**src/rtl/bankio_pkg.sv**
```systemverilog
package bankio_pkg;

  localparam int BANKS = 4;
  localparam int PINS  = 16;
  localparam int MODE_W = 4;

  localparam logic [MODE_W-1:0] MODE_IN  = 4'h1;
  localparam logic [MODE_W-1:0] MODE_OUT = 4'h8;

  function automatic int bankSize(input int b);
    case (b)
      0: return 2;
      1: return 4;
      2: return 4;
      default: return 6;
    endcase
  endfunction

  function automatic int bankFirst(input int b);
    int s;
    s = 0;
    for (int i = 0; i < b; i++) s += bankSize(i);
    return s;
  endfunction

  typedef struct packed {
    logic             we;
    logic [BANKS-1:0] dataHit;
    logic [BANKS-1:0] cfgHit;
    logic             driveHit;
  } busStrobe_t;

endpackage

```
**src/rtl/bankio_ctrl.sv**
```systemverilog
module bankio_ctrl
  import bankio_pkg::*;
#(
  parameter int ADDR_W = 12,
  parameter logic [ADDR_W-1:0] DATA_BASE = 12'h170,
  parameter logic [ADDR_W-1:0] CFG_BASE  = 12'h180,
  parameter logic [ADDR_W-1:0] DRIVE_OFS = 12'h190
) (
  input  logic [ADDR_W-1:0] busAddr,
  input  logic              busWe,
  output busStrobe_t        strb
);

  logic [BANKS-1:0] dataHit;
  logic [BANKS-1:0] cfgHit;

  for (genvar b = 0; b < BANKS; b++) begin : gDecode
    localparam logic [ADDR_W-1:0] DATA_ADDR = DATA_BASE + ADDR_W'(4 * b);
    localparam logic [ADDR_W-1:0] CFG_ADDR  = CFG_BASE + ADDR_W'(4 * b);
    assign dataHit[b] = (busAddr == DATA_ADDR);
    assign cfgHit[b]  = (busAddr == CFG_ADDR);
  end

  always_comb begin
    strb.we       = busWe;
    strb.dataHit  = dataHit;
    strb.cfgHit   = cfgHit;
    strb.driveHit = (busAddr == DRIVE_OFS);
  end

  // an address selects at most one register
  always_comb begin
    assert_single_target_R8: assert ($onehot0({dataHit, cfgHit, strb.driveHit}));
  end

endmodule

```
**src/rtl/bankio_dp.sv**
```systemverilog
module bankio_dp
  import bankio_pkg::*;
#(
  parameter int DATA_W = 32
) (
  input  logic              clk,
  input  logic              rstN,
  input  busStrobe_t        strb,
  input  logic [DATA_W-1:0] busWdata,
  output logic [DATA_W-1:0] busRdata,
  input  logic [PINS-1:0]   padIn,
  output logic [PINS-1:0]   padOut,
  output logic [PINS-1:0]   padOe
);

  logic [PINS-1:0]             outBit, nextOut;
  logic [PINS-1:0][MODE_W-1:0] modeReg, nextMode;
  logic [PINS-1:0]             odReg, nextOd;
  logic [PINS-1:0]             syncA, syncB;
  logic [PINS-1:0]             pinRd;
  logic [BANKS-1:0][DATA_W-1:0] bankData;
  logic [BANKS-1:0][DATA_W-1:0] bankCfg;

  // Per-bank write steering and readback assembly
  for (genvar b = 0; b < BANKS; b++) begin : gBank
    localparam int SZ    = bankSize(b);
    localparam int FIRST = bankFirst(b);

    for (genvar n = 0; n < SZ; n++) begin : gPin
      localparam int G = FIRST + n;
      assign nextOut[G]  = (strb.we && strb.dataHit[b]) ? busWdata[n] : outBit[G];
      assign nextMode[G] = (strb.we && strb.cfgHit[b]) ? busWdata[MODE_W*n +: MODE_W]
                                                       : modeReg[G];
      assign bankData[b][n] = pinRd[G];
      assign bankCfg[b][MODE_W*n +: MODE_W] = modeReg[G];
    end

    if (SZ < DATA_W) begin : gDataPad
      assign bankData[b][DATA_W-1:SZ] = '0;
    end
    if (MODE_W * SZ < DATA_W) begin : gCfgPad
      assign bankCfg[b][DATA_W-1:MODE_W*SZ] = '0;
    end

    // a data write lands in exactly the bank's pins
    assert_data_write_lands_R2: assert property (@(posedge clk) disable iff (!rstN)
      (strb.we && strb.dataHit[b]) |=> (outBit[FIRST +: SZ] == $past(busWdata[SZ-1:0])));
  end

  assign nextOd = (strb.we && strb.driveHit) ? busWdata[PINS-1:0] : odReg;

  always_ff @(posedge clk or negedge rstN) begin
    if (!rstN) begin
      outBit  <= '0;
      modeReg <= '0;
      odReg   <= '0;
      syncA   <= '0;
      syncB   <= '0;
    end else begin
      outBit  <= nextOut;
      modeReg <= nextMode;
      odReg   <= nextOd;
      syncA   <= padIn;
      syncB   <= syncA;
    end
  end

  // Direction-dependent readback per pin
  always_comb begin
    for (int g = 0; g < PINS; g++) begin
      pinRd[g] = (modeReg[g] == MODE_IN) ? syncB[g] : outBit[g];
    end
  end

  // Pad drive with open-drain gating
  always_comb begin
    for (int g = 0; g < PINS; g++) begin
      padOe[g]  = 1'b0;
      padOut[g] = 1'b0;
      if (modeReg[g] == MODE_OUT) begin
        if (odReg[g]) begin
          padOe[g] = ~outBit[g];
        end else begin
          padOe[g]  = 1'b1;
          padOut[g] = outBit[g];
        end
      end
    end
  end

  always_comb begin
    busRdata = '0;
    for (int b = 0; b < BANKS; b++) begin
      if (strb.dataHit[b]) busRdata |= bankData[b];
      if (strb.cfgHit[b])  busRdata |= bankCfg[b];
    end
    if (strb.driveHit) busRdata |= DATA_W'(odReg);
  end

  // reset clears every register
  assert_reset_clears_R1: assert property (@(posedge clk)
    !rstN |=> (outBit == '0 && modeReg == '0 && odReg == '0));

  // an open-drain pin never drives high
  assert_od_no_high_R7: assert property (@(posedge clk) disable iff (!rstN)
    !(|(padOe & odReg & padOut)));

  // writes outside the map leave all state alone
  assert_unmapped_write_R8: assert property (@(posedge clk) disable iff (!rstN)
    (strb.we && !(|{strb.dataHit, strb.cfgHit, strb.driveHit}))
      |=> ($stable(outBit) && $stable(modeReg) && $stable(odReg)));

endmodule

```
**src/rtl/bankio_top.sv**
```systemverilog
module bankio_top
  import bankio_pkg::*;
#(
  parameter int ADDR_W = 12,
  parameter int DATA_W = 32,
  parameter logic [ADDR_W-1:0] DATA_BASE = 12'h170,
  parameter logic [ADDR_W-1:0] CFG_BASE  = 12'h180,
  parameter logic [ADDR_W-1:0] DRIVE_OFS = 12'h190
) (
  input  logic              clk,
  input  logic              rstN,
  input  logic [ADDR_W-1:0] busAddr,
  input  logic              busWe,
  input  logic [DATA_W-1:0] busWdata,
  output logic [DATA_W-1:0] busRdata,
  input  logic [15:0]       padIn,
  output logic [15:0]       padOut,
  output logic [15:0]       padOe
);

  busStrobe_t strb;

  bankio_ctrl #(
    .ADDR_W(ADDR_W), .DATA_BASE(DATA_BASE), .CFG_BASE(CFG_BASE), .DRIVE_OFS(DRIVE_OFS)
  ) uCtrl (
    .busAddr(busAddr),
    .busWe(busWe),
    .strb(strb)
  );

  bankio_dp #(.DATA_W(DATA_W)) uDp (
    .clk(clk),
    .rstN(rstN),
    .strb(strb),
    .busWdata(busWdata),
    .busRdata(busRdata),
    .padIn(padIn),
    .padOut(padOut),
    .padOe(padOe)
  );

endmodule

```
**config.mk**
```make
export PLATFORM = sky130hd
export DESIGN_NAME = bankio_top
export DESIGN_NICKNAME = d
export VERILOG_FILES = /design/src/rtl/bankio_pkg.sv /design/src/rtl/bankio_ctrl.sv /design/src/rtl/bankio_dp.sv /design/src/rtl/bankio_top.sv
export SDC_FILE = /design/constraint.sdc
export NUM_CORES = 1
export LEC_CHECK = 0
export BUFFER_PORTS_ARGS = -buffer_cell sky130_fd_sc_hd__buf_2
export CORE_MARGIN = 5
export CORE_UTILIZATION = 35
export DETAILED_ROUTE_END_ITERATION = 6
export PLACE_DENSITY_LB_ADDON = 0.3
export SLEW_MARGIN = 15
export SYNTH_ARGS = -nofsm -noshare
export SYNTH_HDL_FRONTEND = slang
export SYNTH_SLANG_ARGS = --single-unit
```
**constraint.sdc**
```tcl
create_clock -name clk -period 4.91 [get_ports clk]
set_input_delay 0.982 -clock clk [delete_from_list [all_inputs] [get_ports clk]]
set_output_delay 0.982 -clock clk [all_outputs]
set_load 0.005 [all_outputs]
```
# [After elaboration in Yosys (flattened, before gate mapping)]
# Index checks and enable logic that the tools add are counted.
[totals] input_bits=63 output_inout_bits=64 regBits=128 wordCells=186
[op_classes] n_bitwise=24 muxes=89 eq_ne=41 reduce_logical=9
[ops] cell="$mux 32" count=8
[ops] cell="$eq 12x9->1 const B" count=9
[ops] cell="$or 32x16->32" count=3
[ops] cell="$mux 1" count=80
[ops] cell="$eq 4x1->1 const B" count=16
[ops] cell="$eq 4x4->1 const B" count=16
[ops] cell="$or 32x4->32" count=2
[ops] cell="$or 32x24->32" count=1
[ops] cell="$or 32x6->32" count=1
[ops] cell="$not 1->1" count=16
[ops] cell="$logic_and 1x1->1" count=9
[ops] cell="$or 2x8->8" count=1
[ops] cell="$mux 2" count=1

# [Depth between registers and ports, before layout]
# Gate-level depths: netlist of run 1.
[logic_depth] ltp_word=19 depth_mapped=7

# [Hierarchy]
# Synthesis of run 1 repeated with hierarchy kept, for this count alone.
[hier_totals] hier_cells=425 hier_area_um2=5738.0
[modules_own_cells] mod="bankio_dp" n_inst=1 seq_area_each_um2=3203.1 cells_each=406 area_each_um2=5601.6
[modules_own_cells] mod="bankio_ctrl" n_inst=1 seq_area_each_um2=0.0 cells_each=19 area_each_um2=136.4

# [Least setup slack after synthesis of run 1]
# Ideal clock, no wire load.
[synth_path] path_type="in2out" start="input port busAddr[9]" end="output port busRdata[10]" cell_stages=6 setup_slack_ns=1.643 arrival_time_ns=2.285 required_time_ns=3.928 n_path_buf=1 cell_sequence="nor4b_4 > nand4b_2 > nor2b_1 > buf_4 > a22oi_1 > o21ai_0"
[synth_via] elab_chain_len=14
[synth_rtl] element="from (decl)" line="bankio_top.sv:12" rtl="input logic [ADDR_W-1:0] busAddr,"
[synth_rtl] element="$eq 12x9->1" line="bankio_ctrl.sv:20" rtl="assign dataHit[b] = (busAddr == DATA_ADDR);"
[synth_rtl] element="$mux 32" line="bankio_dp.sv:94" rtl="if (strb.dataHit[b]) busRdata |= bankData[b];"
[synth_rtl] element="$or 32x16->32" line="bankio_dp.sv:95" rtl="if (strb.cfgHit[b]) busRdata |= bankCfg[b];"
[synth_rtl] element="$mux 32" line="bankio_dp.sv:95"
[synth_rtl] element="$or 32x4->32" line="bankio_dp.sv:94"
[synth_rtl] element="$mux 32" line="bankio_dp.sv:94"
[synth_rtl] element="$or 32x16->32" line="bankio_dp.sv:95"
[synth_rtl] element="$mux 32" line="bankio_dp.sv:95"
[synth_rtl] element="$or 32x6->32" line="bankio_dp.sv:94"
[synth_rtl] element="$mux 32" line="bankio_dp.sv:94"
[synth_rtl] element="$or 32x24->32" line="bankio_dp.sv:95"
[synth_rtl] element="$mux 32" line="bankio_dp.sv:95"
[synth_rtl] element="$or 32x16->32" line="bankio_dp.sv:97" rtl="if (strb.driveHit) busRdata |= DATA_W'(odReg);"
[synth_rtl] element="$mux 32 (*)" line="bankio_dp.sv:97"
[synth_rtl] element="to (decl)" line="bankio_top.sv:15" rtl="output logic [DATA_W-1:0] busRdata,"
# Mark *: on every way between the ends. The rest lies on a longest branch, timed or not.

# [Final worst setup path of run 1]
[layout_path] start="input port busAddr[3]" end="output port busRdata[3]"
[layout_via] elab_chain_len=16
[layout_rtl] element="$eq 12x9->1" line="bankio_ctrl.sv:21" rtl="assign cfgHit[b] = (busAddr == CFG_ADDR);"
[layout_rtl] element="$mux 32" line="bankio_dp.sv:95"
[layout_rtl] element="$or 32x4->32" line="bankio_dp.sv:94"
[layout_rtl] element="$mux 32" line="bankio_dp.sv:94"
[layout_rtl] element="$or 32x16->32" line="bankio_dp.sv:95"
[layout_rtl] element="$mux 32" line="bankio_dp.sv:95"
[layout_rtl] element="$or 32x4->32" line="bankio_dp.sv:94"
[layout_rtl] element="$mux 32" line="bankio_dp.sv:94"
[layout_rtl] element="$or 32x16->32" line="bankio_dp.sv:95"
[layout_rtl] element="$mux 32" line="bankio_dp.sv:95"
[layout_rtl] element="$or 32x6->32" line="bankio_dp.sv:94"
[layout_rtl] element="$mux 32" line="bankio_dp.sv:94"
[layout_rtl] element="$or 32x24->32" line="bankio_dp.sv:95"
[layout_rtl] element="$mux 32" line="bankio_dp.sv:95"
[layout_rtl] element="$or 32x16->32" line="bankio_dp.sv:97"
[layout_rtl] element="$mux 32 (*)" line="bankio_dp.sv:97"
# Marked as above.

==> results of run 1 <==
## synth_stat cells, types with 2 or more instances
cell      number  area [um2]
buf_6          2       22.52
buf_4         12       90.09
o221ai_1       4       35.03
buf_2          7       35.03
nor4b_1       16       140.1
mux2i_1       25       250.2
or4b_2        16       160.2
a31oi_1        3       18.77
nor2b_1        4       25.02
a22oi_1        9       67.56
o21a_1         2       15.01
clkbuf_1       3       11.26
nand3_4        3       52.55
a21oi_1       22       110.1
mux2_2        84       945.9
and2_1         8       50.05
dfrtp_1      128        3203
a221o_1        4       40.04
nand2_1        7       26.28
buf_1          2       7.510
o21ai_0        8       40.04
nor2_1        12       45.04
and3_1         5       31.28
mux2_4        20       300.3
nor3b_1       21       157.7
a221oi_1       3       26.28
## kinds of logic (layout without fill, tap and decap cells)
logic type / Yosys count / after routing / share of synthesized area, %
multiplexers: 130 / 130 / 24.66
flip-flops: 128 / 128 / 52.38
AND/OR/NAND/NOR: 104 / 104 / 13.83
AO/OA/AOI/OAI: 59 / 59 / 6.282
buffers and inverters: 27 / 149 / 2.783
other: 1 / 8 / 0.06133
## metal layers
layer	wire, um	up-vias
met2	7865	111
li1	-	1915
met1	7207	2136
met4	185	0
met5	0	-
met3	846	13
## cells in the final DEF, fill, tap and decap left out, types with 9 or more instances in the layout
| master | netlist | final |
|---|---|---|
| dfrtp_1 | 128 | 128 |
| buf_2 | 7 | 109 |
| mux2_2 | 84 | 84 |
| mux2i_1 | 25 | 25 |
| a21oi_1 | 22 | 22 |
| nor3b_1 | 21 | 21 |
| mux2_4 | 20 | 20 |
| clkbuf_16 | 0 | 17 |
| nor4b_1 | 16 | 16 |
| or4b_2 | 16 | 16 |
| nor2_1 | 12 | 12 |
| a22oi_1 | 9 | 9 |
## through the flow
| stage | hold slack, ns | power (mW) | instance area, um2 |
|---|---|---|---|
| floorplan | 0.3312 | 1.131 | 6141 |
| global placement | 0.3335 | 1.190 | 6854 |
| detailed placement | 0.3347 | 1.193 | 6854 |
| CTS | 0.3457 | 2.507 | 7472 |
| global route | 0.3559 | 2.565 | 7472 |
| finish | 0.3436 | 2.480 | 7472 |
## how the worst max path moves through the flow
stage,start,end,slack (ns)
2_1_floorplan,busAddr[9],busRdata[10],1.64
3_5_place_dp,busAddr[3],busRdata[3],1.01
6_report,busAddr[3],busRdata[3],1.03
4_1_cts,busAddr[3],busRdata[3],1.01
5_1_grt,busAddr[3],busRdata[3],0.93
3_3_place_gp,busAddr[3],busRdata[2],1.01
## cell type report
cell class,instances,share of cell area (%)
Clock inverter,14,2.395
Timing Repair Buffer,116,8.004
Clock buffer,18,5.877
Tap cell,225,3.768
Sequential cell,128,42.87
Inverter,1,0.05023
Multi-Input combinational cell,301,37.04
## flip-flops by register name (all words and copies together), names as in the netlist
signal and cells:
uDp.syncB 16, uDp.outBit 16, uDp.syncA 16, uDp.bankCfg 64, uDp.odReg 16
## power by group through the flow
stage	Sequential, mW	Combinational (mW)	Clock [mW]
after floorplan	1.10	0.0352	0
after CTS	1.08	0.0950	1.33
final	1.08	0.0921	1.31
after global placement	1.10	0.0927	0
after detailed placement	1.10	0.0947	0
after global routing	1.08	0.103	1.38
==> results_dict.tcl, run 1 <==
set metrics [dict create \
    status "completed" \
    crit_chain "buf_2, nor2_1, and3_1, and3_1, buf_4, a221oi_1, o221ai_1, buf_2" \
    vdd_ir_drop_max_mv 0.2532 \
    cp.required_ns 3.93 \
    drt.antenna.violating_nets 0 \
    clk_latency_ns 0.42 \
    grtUsageMet3_pct 4.133 \
    synth_cell_types 45 \
    whs_path_depth 0 \
    power.switching_mw 0.5587 \
    ys_seq_area_share_pct 52.38 \
    p_int_mw 1.921 \
    pre_cts_ws_ns 1.015 \
    finalClockSkew_ns 0.007039 \
    dpl.hpwl_mm 11.36 \
    max_cap_violations 0 \
    core_um2 17240 \
    netSwitchingFraction_pct 22.53 \
    slew_violations 0 \
    grt_max_degree 78 \
    fin_tns_setup_ns 0 \
    placed_cells 771 \
    fmax_mhz 257.7 \
    viasPerCell 5.199 \
    die_area_um2 20210 \
    final_nets 628 \
    path_class "primary input to output pin" \
    synth.cell_area_um2 6115 \
    fin_crit_ns 3.880 \
    cts_setup_buffers 0 \
    rr_worst_depth 1 \
    clockPowerShare_pct 52.8 \
    fp-row-count 48 \
    fp.dieH_um 142.2 \
    use_met2_pct 26.56 \
    comb_power_share_pct 3.7 \
    worst_hold_path_type "flop to flop" \
    worst_pin_slew_ns 0.9897 \
    grt_pass1_vias 4478 \
    cpPeakStageDelay_ns 0.38 \
    cts-resized-gates 0 \
    cpLargestDelayFamily "buffers and inverters" \
    hold_buffers 0 \
    n_fill_cell 1601 \
    cp.depth 8 \
    route.detailed.drc 0 \
    grt_overflow_total 0 \
    power_density_nw_per_um2 331.9 \
    instances_no_fill 803 \
    layout-drive-gt1-share_pct 48.27 \
    area_delta_synth_final_pct 22.20 \
    path_clk_slew_ns 0.06 \
    drtIter0Drc 250 \
    routedWlPerCell_um 20.06 \
    vias 4175 \
    gp_congestion 0.8112 \
    ys_ff_latch 128 \
    port_buffers 110 \
    start_util_pct 35.47 \
    critPathLaunchType "primary input" \
    ff2ff_setup_slack_ns 4.03 \
    crit_path_max_fanout 22 \
    routed_wirelength_mm 16.11 \
    grt_use_total_pct 16.17 \
    busiest_layer "met2" \
    regToRegStartpoint "uDp.odReg[11]" \
    antennaDiodeCount 0 \
    syn_inst 449 \
    endpoint_kind "output pin" \
    pwr-share-seq_pct 43.5 \
    slew_headroom_pct 34.02 \
    clock_sinks 128 \
    critPathBufInv 3 \
    ctsHtreeMaxLevel 4 \
    setup-violations-final 0 \
    seq_area_um2 3203 \
    hold_start "uDp.syncA[0]" \
    grt_antenna_before_repair 0 \
    cts_root_buf "clkbuf_16" \
    ys_warn_count 0 \
    r2r-end "uDp.odReg[11]" \
    slowest_stage "buf_2" \
    async_reset_ff_share_pct 100.0 \
    clockBufferDepth 2 \
    fin_ws_ns 1.030 \
    avgSynthCellArea_um2 13.62 \
    worstPathArrival_ns 2.90 \
    rsz0062_at_grt "false" \
    synth_flop_cell "dfrtp_1" \
    use_met1_pct 21.02 \
    synth_edf_count 0 \
    dieWidth_um 142.2 \
    numCtsBuffers 17 \
    power_leakage_nw 3.684 \
    dr.pass1.iters 4 \
    grt_pass1_wl_mm 25.12 \
    hold_viol 0 \
    final_core_util_pct 43.35 \
    post-route-period-util_pct 79.03 \
    hold_end "uDp.syncB[0]" \
    cts_tree "built" \
    io_pins 127 \
    multiInputGateArea_um2 2768 \
]
No activity file was read; power rests on OpenSTA's default activity.
==> inputs of run 2 (changes only) <==
==> constraint.sdc (replaced) <==
create_clock -name clk -period 3.2 [get_ports clk]
set_input_delay 0.64 -clock clk [delete_from_list [all_inputs] [get_ports clk]]
set_output_delay 0.64 -clock clk [all_outputs]
set_load 0.005 [all_outputs]
==> run 2 against run 1 <==
Net effect:
- combinational power rose by 61%
- wire length fell by 0.23%
- clock skew rose by 0.00077 ns
- first-iteration DRC count rose by 4.0%
==> results_dict.tcl, run 2 (synthesis results as in run 1) <==
set metrics [dict create \
    path_clk_slew_ns 0.05 \
    ctsHtreeMaxLevel 4 \
    clockBufferDepth 2 \
    fmax_mhz 330.3 \
    p_int_mw 2.834 \
    numCtsBuffers 17 \
    cpPeakStageDelay_ns 0.45 \
    drt.antenna.violating_nets 0 \
    cp.required_ns 2.56 \
    grt_use_total_pct 16.46 \
    final_common_cell "dfrtp_1" \
    drtIter0Drc 260 \
    final_cell_mix "128 x dfrtp_1, 109 x buf_2, 84 x mux2_2" \
    dieWidth_um 142.2 \
    placed_cells 780 \
    power.switching_mw 0.7672 \
    dpl.hpwl_mm 11.75 \
    dr.pass1.iters 4 \
    antennaDiodeCount 0 \
    status "completed" \
    clockPowerShare_pct 49.9 \
    cts_tree "built" \
    area_delta_synth_final_pct 22.59 \
    port_buffers 110 \
    grtUsageMet3_pct 3.864 \
    use_met2_pct 27.06 \
    n_fill_cell 1602 \
    viasPerCell 5.265 \
    fin_tns_setup_ns 0 \
    cp-startpoint "busAddr[9]" \
    power_leakage_nw 3.714 \
    final_nets 637 \
    p_total_mw 3.601 \
    rsz0062_at_grt "false" \
    busiest_layer "met2" \
    start_util_pct 35.47 \
    worstPathArrival_ns 2.39 \
    gp_congestion 0.8853 \
    critPathLaunchType "primary input" \
    path_common_cell "buf_2" \
    hold_viol 0 \
    r2r-end "uDp.odReg[11]" \
    routedWlPerCell_um 19.84 \
    cts_root_buf "clkbuf_16" \
    io_pins 127 \
    regToRegStartpoint "uDp.odReg[11]" \
    pwr-share-seq_pct 46.0 \
    largest_reg_flops 64 \
    clk_latency_ns 0.42 \
    grt_overflow_total 0 \
    cts-resized-gates 0 \
    layout-drive-gt1-share_pct 48.38 \
    hold_buffers 0 \
    comb_power_share_pct 4.1 \
    route.detailed.drc 0 \
    critPathCapture "busRdata[12]" \
    die_area_um2 20210 \
    vias 4265 \
    finalClockSkew_ns 0.007806 \
    instances_no_fill 810 \
    post-route-period-util_pct 94.60 \
    grt_max_degree 76 \
    clock_sinks 128 \
    grt_pass1_vias 4521 \
    grt_antenna_before_repair 0 \
    crit_chain "buf_2, nor4b_4, nand4_1, buf_4, o21ai_0, buf_2" \
    crit_path_max_fanout 6 \
    worst_hold_path_type "primary input to async pin" \
    grt_pass1_wl_mm 25.44 \
    setup-violations-final 0 \
    use_met1_pct 21.57 \
    slew_violations 0 \
    path_class "primary input to output pin" \
    netSwitchingFraction_pct 21.30 \
    fp.dieH_um 142.2 \
    endpoint_kind "output pin" \
    cts_setup_buffers 0 \
    routed_wirelength_mm 16.07 \
    slowest_stage "nand4_1" \
    vdd_ir_drop_max_mv 0.3653 \
    max_cap_violations 0 \
    ff2ff_setup_slack_ns 2.32 \
    fin_crit_ns 3.027 \
    power_density_nw_per_um2 480.4 \
    fp-row-count 48 \
    core_um2 17240 \
    rr_worst_depth 1 \
]
run 2: cell types whose count changed in the layout (fill, tap and decap cells not counted):
cell / before / now
buf_12: 0 / 2
clkbuf_1: 0 / 3
clkinvlp_4: 3 / 1
bufinv_16: 3 / 1
clkinv_2: 1 / 4
clkinv_4: 4 / 0
buf_4: 7 / 14
inv_6: 3 / 0
clkbuf_8: 1 / 4
run 2: per-layer routing:
layer | share of wire, % | vias up | wire length [um]
met3 | 5.8 | 14 | 924
met1 | 44 | 2173 | 7141
met4 | 1.3 | 0 | 206
li1 | - | 1947 | -
met5 | 0 | - | 0
met2 | 49 | 131 | 7795
run 2: worst max-delay path, delay by kind of cell:
family / cells / cell delay (ns)
AOI/OAI and AO/OA: 1 / 0.25
buffers and inverters: 3 / 0.61
and+or+nand+nor: 2 / 0.88
run 2: final cells by class:
| cell class | count | area [um2] | area share [%] |
|---|---|---|---|
| multi-input cells | 301 | 2768 | 36.92 |
| repair buffers | 125 | 690.7 | 9.214 |
| clock buffers | 24 | 491.7 | 6.560 |
| well taps | 225 | 281.5 | 3.756 |
| clock inverters | 6 | 57.56 | 0.7678 |
| flip-flops and latches | 128 | 3203 | 42.73 |
| inverters | 1 | 3.754 | 0.05008 |
run 2: how the worst min path moves through the flow:
| stage | startpoint | to | slack, ns |
|---|---|---|---|
| 2_1_floorplan | uDp.syncA[0] | uDp.syncB[0] | 0.33 |
| 3_3_place_gp | uDp.syncA[12] | uDp.syncB[12] | 0.33 |
| 3_5_place_dp | uDp.syncA[0] | uDp.syncB[0] | 0.33 |
| 4_1_cts | rstN | uDp.syncA[6] | 0.13 |
| 5_1_grt | rstN | uDp.syncA[6] | 0.15 |
| 6_report | rstN | uDp.syncA[6] | 0.13 |
run 2: power groups by stage:
stage	registers, mW	logic [mW]	clock network, mW
floorplan	1.68	0.0540	0
global placement	1.68	0.149	0
detailed placement	1.69	0.152	0
CTS	1.66	0.152	1.84
global route	1.66	0.167	1.89
finish	1.66	0.148	1.80
run 2: stage by stage:
stage | utilization [%] | hold WS [ns] | area, um2 | setup WS [ns]
3_3_place_gp | 40.30 | 0.3317 | 6947 | 0.1974
3_5_place_dp | 40.30 | 0.3347 | 6947 | 0.1668
5_1_grt | 43.49 | 0.1534 | 7496 | 0.09650
2_1_floorplan | - | 0.3312 | 6141 | 0.6173
6_report | 43.49 | 0.1304 | 7496 | 0.1728
4_1_cts | 43.49 | 0.1291 | 7496 | 0.1645
